<file path="config.mk">
export PLATFORM = sky130hd
export DESIGN_NAME = bar3_sync
export DESIGN_NICKNAME = d
export VERILOG_FILES = /design/src/rtl/bar_pkg.sv /design/src/rtl/bar_link.sv /design/src/rtl/bar_node.sv /design/src/rtl/bar_slot.sv /design/src/rtl/bar3_sync.sv
export SDC_FILE = /design/constraint.sdc
export NUM_CORES = 1
export LEC_CHECK = 0
export CAP_MARGIN = 20
export CORE_ASPECT_RATIO = 0.6
export CORE_UTILIZATION = 40
export DETAILED_ROUTE_END_ITERATION = 12
export MAX_ROUTING_LAYER = met4
export SLEW_MARGIN = 20
export SYNTH_ARGS = -nofsm -noshare
export SYNTH_HDL_FRONTEND = slang
export SYNTH_SLANG_ARGS = --single-unit
export TNS_END_PERCENT = 1
</file>
<file path="constraint.sdc">
create_clock -name clk -period 3.45 [get_ports clk]
set_input_delay 0.69 -clock clk [delete_from_list [all_inputs] [get_ports clk]]
set_output_delay 0.69 -clock clk [all_outputs]
set_load 0.05 [all_outputs]
</file>
<file path="src/rtl/bar_pkg.sv">
`timescale 1ns/1ps
package bar_pkg;
   localparam int unsigned BAR_NCL = 3;
   localparam int unsigned BAR_MAX_STAGES = 4;
   localparam int unsigned BAR_MAX_THR = 64;
   typedef logic [BAR_NCL-1:0] clmask_t;
endpackage

</file>
<file path="src/rtl/bar_link.sv">
`timescale 1ns/1ps
module bar_link #(
   parameter int unsigned W = 6,
   parameter int unsigned STAGES = 0
) (
   input  logic         clk,
   input  logic         rst_n,
   input  logic [W-1:0] d_i,
   output logic [W-1:0] q_o
);
   generate
      if (STAGES > bar_pkg::BAR_MAX_STAGES) begin : g_bad
         $error("bar_link: STAGES out of range");
      end
      if (STAGES == 0) begin : g_direct
         assign q_o = d_i;
      end else begin : g_pipe
         logic [W-1:0] stg [STAGES+1];
         assign stg[0] = d_i;
         for (genvar s = 0; s < STAGES; s++) begin : g_stg
            always_ff @(posedge clk or negedge rst_n) begin
               if (!rst_n) stg[s+1] <= '0;
               else        stg[s+1] <= stg[s];
            end
         end
         assign q_o = stg[STAGES];
      end
   endgenerate
endmodule

</file>
<file path="src/rtl/bar_node.sv">
`timescale 1ns/1ps
module bar_node #(
   parameter int unsigned NCL = 3,
   parameter int unsigned ME  = 0
) (
   input  logic           clk,
   input  logic           rst_n,
   input  logic           arrive_i,
   input  logic [NCL-1:0] view_reach_i,
   input  logic [NCL-1:0] view_gen_i,
   output logic           hold_o,
   output logic           go_o,
   output logic           reach_o,
   output logic           gen_o
);
   logic waiting_q, pending_q, gen_q;
   logic peers_eq, peers_ok, admit, w_eff, want;

   generate
      if (ME >= NCL) begin : g_bad
         $error("bar_node: ME out of range");
      end
   endgenerate

   always_comb begin
      peers_eq = 1'b1;
      peers_ok = 1'b1;
      for (int j = 0; j < NCL; j++) begin
         if (j != ME) begin
            if (view_gen_i[j] != gen_q) peers_eq = 1'b0;
            if (!((view_gen_i[j] != gen_q) || view_reach_i[j])) peers_ok = 1'b0;
         end
      end
   end

   assign want    = arrive_i | pending_q;
   assign admit   = want & ~waiting_q & peers_eq;
   assign w_eff   = waiting_q | admit;
   assign go_o    = w_eff & peers_ok;
   assign hold_o  = (want | waiting_q) & ~go_o;
   assign reach_o = w_eff;
   assign gen_o   = gen_q;

   always_ff @(posedge clk or negedge rst_n) begin
      if (!rst_n) begin
         waiting_q <= 1'b0;
         pending_q <= 1'b0;
         gen_q     <= 1'b0;
      end else begin
         waiting_q <= w_eff & ~go_o;
         pending_q <= want & ~waiting_q & ~admit;
         gen_q     <= gen_q ^ go_o;
      end
   end

   a_r3_hold_excl: assert property (@(posedge clk) disable iff (!rst_n)
      !(go_o && hold_o));
   a_r3_wait_held: assert property (@(posedge clk) disable iff (!rst_n)
      waiting_q |-> (hold_o || go_o));
   a_r7_gen_step: assert property (@(posedge clk) disable iff (!rst_n)
      go_o |=> (gen_q != $past(gen_q)));
   a_r8_pend_excl: assert property (@(posedge clk) disable iff (!rst_n)
      pending_q |-> !waiting_q);
   a_r9_no_double: assert property (@(posedge clk) disable iff (!rst_n)
      (waiting_q && arrive_i && !go_o) |=> (waiting_q && !pending_q));
endmodule

</file>
<file path="src/rtl/bar_slot.sv">
`timescale 1ns/1ps
module bar_slot #(
   parameter int unsigned LINK_STAGES = 0
) (
   input  logic             clk,
   input  logic             rst_n,
   input  bar_pkg::clmask_t arrive_i,
   output bar_pkg::clmask_t hold_o,
   output bar_pkg::clmask_t go_o,
   output bar_pkg::clmask_t reach_o,
   output bar_pkg::clmask_t gen_o
);
   localparam int unsigned NCL = bar_pkg::BAR_NCL;
   bar_pkg::clmask_t view_reach, view_gen;

   bar_link #(.W(2*NCL), .STAGES(LINK_STAGES)) link_i (
      .clk  (clk),
      .rst_n(rst_n),
      .d_i  ({reach_o, gen_o}),
      .q_o  ({view_reach, view_gen})
   );

   generate
      for (genvar c = 0; c < NCL; c++) begin : g_cl
         bar_node #(.NCL(NCL), .ME(c)) node_i (
            .clk         (clk),
            .rst_n       (rst_n),
            .arrive_i    (arrive_i[c]),
            .view_reach_i(view_reach),
            .view_gen_i  (view_gen),
            .hold_o      (hold_o[c]),
            .go_o        (go_o[c]),
            .reach_o     (reach_o[c]),
            .gen_o       (gen_o[c])
         );
      end
      if (LINK_STAGES == 0) begin : g_chk0
         a_r4_joint_release: assert property (@(posedge clk) disable iff (!rst_n)
            (|go_o) |-> (&go_o));
         a_r2_gen_agree: assert property (@(posedge clk) disable iff (!rst_n)
            (gen_o == '0) || (gen_o == '1));
      end
   endgenerate
endmodule

</file>
<file path="src/rtl/bar3_sync.sv">
`timescale 1ns/1ps
module bar3_sync #(
   parameter int unsigned NTHR = 5,
   parameter int unsigned LINK_STAGES = 0
) (
   input  logic                                 clk,
   input  logic                                 rst_n,
   input  logic [bar_pkg::BAR_NCL-1:0][NTHR-1:0] bar_arrive_i,
   output logic [bar_pkg::BAR_NCL-1:0][NTHR-1:0] bar_hold_o,
   output logic [bar_pkg::BAR_NCL-1:0][NTHR-1:0] bar_go_o,
   output logic [bar_pkg::BAR_NCL-1:0][NTHR-1:0] wire_reach_o,
   output logic [bar_pkg::BAR_NCL-1:0][NTHR-1:0] wire_gen_o
);
   localparam int unsigned NCL = bar_pkg::BAR_NCL;

   generate
      if (NTHR < 1 || NTHR > bar_pkg::BAR_MAX_THR) begin : g_bad_thr
         $error("bar3_sync: NTHR out of range");
      end
      if (LINK_STAGES > bar_pkg::BAR_MAX_STAGES) begin : g_bad_stg
         $error("bar3_sync: LINK_STAGES out of range");
      end
      for (genvar t = 0; t < NTHR; t++) begin : g_slot
         bar_pkg::clmask_t arr, hld, go, rch, gen;
         for (genvar c = 0; c < NCL; c++) begin : g_map
            assign arr[c]             = bar_arrive_i[c][t];
            assign bar_hold_o[c][t]   = hld[c];
            assign bar_go_o[c][t]     = go[c];
            assign wire_reach_o[c][t] = rch[c];
            assign wire_gen_o[c][t]   = gen[c];
         end
         bar_slot #(.LINK_STAGES(LINK_STAGES)) slot_i (
            .clk     (clk),
            .rst_n   (rst_n),
            .arrive_i(arr),
            .hold_o  (hld),
            .go_o    (go),
            .reach_o (rch),
            .gen_o   (gen)
         );
      end
   endgenerate

   a_r1_reset_quiet: assert property (@(posedge clk) disable iff (!rst_n)
      $rose(rst_n) |-> (bar_go_o == '0 && wire_gen_o == '0));
endmodule

</file>
==> run metrics <==
min cycle time layout=3.18 ns; WL per Instance=15.3 um; H-tree Lvls=2; CP max FO=8; top layer in use=met4; FP Rows=27; DP HPWL=6750 um; input/output buffers=76; Worst setup SP type=input port; Final Routed Wirelength=9190 um; critical path capture point type=primary output; worst slew pin tran=0.583 ns; Fin Clk Skew=0.00656 ns; CTS Buf Count=5; post-layout util=49.0%; Hold Crit Class=in2async; met3 WL post-DR=529 um; relative slew slack=61.1%; worst r2r path cells=5; slowest stage delay, CP=0.46 ns; clk_lat worst skew=0.29 ns; Post-Syn Instances=459; post-cts sizing count=0; Avg Synthesized Cell Area=8.27 um^2; cell area after synthesis=3790 um^2; total gr overflow=0; sequential area share after synthesis=29.7%; met2 wire length=3870 um; commonest non-fill, non-tap cell in the layout=nor3_1; total vias in the final route=3410; Worst Path Class, Setup=in2out; Post-DRT Antenna Nets=0; gr usage total=19.6%; setup bufs post-CTS=0; WP data required=2.76 ns; status=finished, final reports clean; number of placed instances, taps included=591; Synthesis Warnings=0; Arr. time, crit path=2.49 ns; R2R Setup Slk=1.45 ns; Area Growth Syn to Fin=18.6%; Setup-failing EPs final=0; hold_ws=0.366 ns; 1st-iter DRT viols=263; n_diodes=0; CTS sink cnt=45; vias per cell=5.69; Max Cap Viol=0; DR pass1 iterations=5; unrepaired setup endpoints after global routing=no; fin crit share=92.3%; Chip Width=128 um; largest net degree at the start of global routing=26; Hold Vio Cnt, Final=0; distinct cell type count after synthesis=39; commonest cells after routing, fill and taps aside=53 x nor3_1, 49 x nor2_1, 45 x dfrtp_1; Die Y-Extent=77.4 um; M1 WL=4730 um; crit path buf inv count=2; gpl congestion=0.868; Slew Viols, Final=0; Crit path max-delay family=compound AO/OA/AOI/OAI gates; clock buffer depth=2; share of layout cells above drive strength 1=17.3%; CTS Hold Bufs=0; Initial Utilization=41.3%; vias in the first global route=2990; first-pass GRT wire length=15000 um; residual DRC count=0; Ports=77; Synth Net Count=476; fin cells=599; Clock transition at path regs=0.07 ns; CTS tree=done; Die ar.=9890 um^2; Core ar.=9190 um^2; RR Endpoint=g_slot[0].slot_i.g_cl[0].node_i.gen_o; Slowest cell on crit path=clkdlybuf4s50_1; #FFs+latches synth=45; CP Cell Sequence=clkdlybuf4s50_1 > nor3_1 > a221o_1 > nand2_1 > a31oi_1 > buf_12; Peak Freq=0.314 GHz; reg2reg start=g_slot[0].slot_i.g_cl[2].node_i.gen_o; Fin Setup TNS=0 ns; initial antenna violation count=0; root buffer cell=clkbuf_16; nets=485
==> sequential cells by signal, summed over array words and instances (netlist names) <==
| signal | flops |
|---|---|
| g_slot.slot_i.g_cl.node_i.pending_q | 15 |
| g_slot.slot_i.g_cl.node_i.waiting_q | 15 |
| g_slot.slot_i.g_cl.node_i.gen_o | 15 |
==> layer usage <==
| layer | GRT usage [%] | vias up |
|---|---|---|
| met5 | - | - |
| met4 | 4.24 | 0 |
| li1 | - | 1642 |
| met2 | 26.8 | 96 |
| met3 | 3.72 | 8 |
| met1 | 29.3 | 1664 |
==> cells by family after synthesis <==
| kind of cell | Yosys count | synth area share (%) |
|---|---|---|
| XOR/XNOR | 9 | 2.08 |
| AND/OR/NAND/NOR | 174 | 23.7 |
| buffers and inverters | 108 | 18.6 |
| flip-flops | 45 | 29.7 |
| AO/OA/AOI/OAI | 123 | 26.0 |
==> worst max-delay path by stage <==
stage | start | to | slack [ns] | cells past startpoint
after global placement | bar_arrive_i[7] | bar_hold_o[12] | 0.35 | 6
final | bar_arrive_i[9] | bar_hold_o[14] | 0.27 | 6
after global routing | bar_arrive_i[9] | bar_hold_o[14] | 0.12 | 6
after floorplan | g_slot[1].slot_i.g_cl[0].node_i.gen_o | bar_hold_o[1] | 1.12 | 6
after detailed placement | bar_arrive_i[9] | bar_hold_o[14] | 0.27 | 6
after CTS | bar_arrive_i[9] | bar_hold_o[14] | 0.26 | 6
==> cells in the mapped netlist <==
library cell / number / area share [%]
buf_4: 60 / 12
nor3_1: 53 / 7.0
nor2_1: 49 / 4.8
dfrtp_1: 45 / 30
inv_1: 24 / 2.4
a21oi_1: 22 / 2.9
o21ai_0: 17 / 2.2
nor2b_1: 15 / 2.5
o21bai_1: 15 / 3.0
buf_2: 13 / 1.7
a211oi_2: 12 / 4.0
a221o_1: 10 / 2.6
a32oi_1: 10 / 2.3
nand2_1: 10 / 0.99
nor4_1: 10 / 1.6
a32o_1: 9 / 2.4
and2_1: 9 / 1.5
xnor2_1: 9 / 2.1
nand4_1: 8 / 1.3
a31oi_1: 6 / 0.99
and3_1: 6 / 0.99
buf_6: 5 / 1.5
o2bb2ai_1: 5 / 1.2
a221o_2: 4 / 1.2
and4_1: 4 / 0.92
clkinv_4: 4 / 0.92
nand3b_1: 4 / 0.79
o21ba_1: 4 / 1.1
or2_4: 4 / 0.92
a211oi_1: 2 / 0.40
o2111ai_1: 2 / 0.46
o211a_1: 2 / 0.53
a21boi_0: 1 / 0.20
a221oi_2: 1 / 0.40
clkbuf_1: 1 / 0.099
clkinv_1: 1 / 0.099
o21a_1: 1 / 0.20
or2_0: 1 / 0.17
or2_1: 1 / 0.17
==> layout make-up <==
| cell class | count | area [um^2] |
|---|---|---|
| fillers | 883 | 4690 |
| multi-input cells | 306 | 1960 |
| flip-flops and latches | 45 | 1130 |
| repair buffers | 81 | 981 |
| well taps | 130 | 163 |
| clock buffers | 8 | 136 |
| inverters | 29 | 129 |
==> metrics by stage <==
stage,area [um^2],setup slack (ns)
floorplan,3790,1.12
global placement,4360,0.351
detailed placement,4360,0.272
CTS,4500,0.259
global route,4500,0.122
finish,4500,0.266
Power is left out: the tool's default activity adds up to more than one toggle a clock period on the data nets, which glitch-free logic cannot reach.
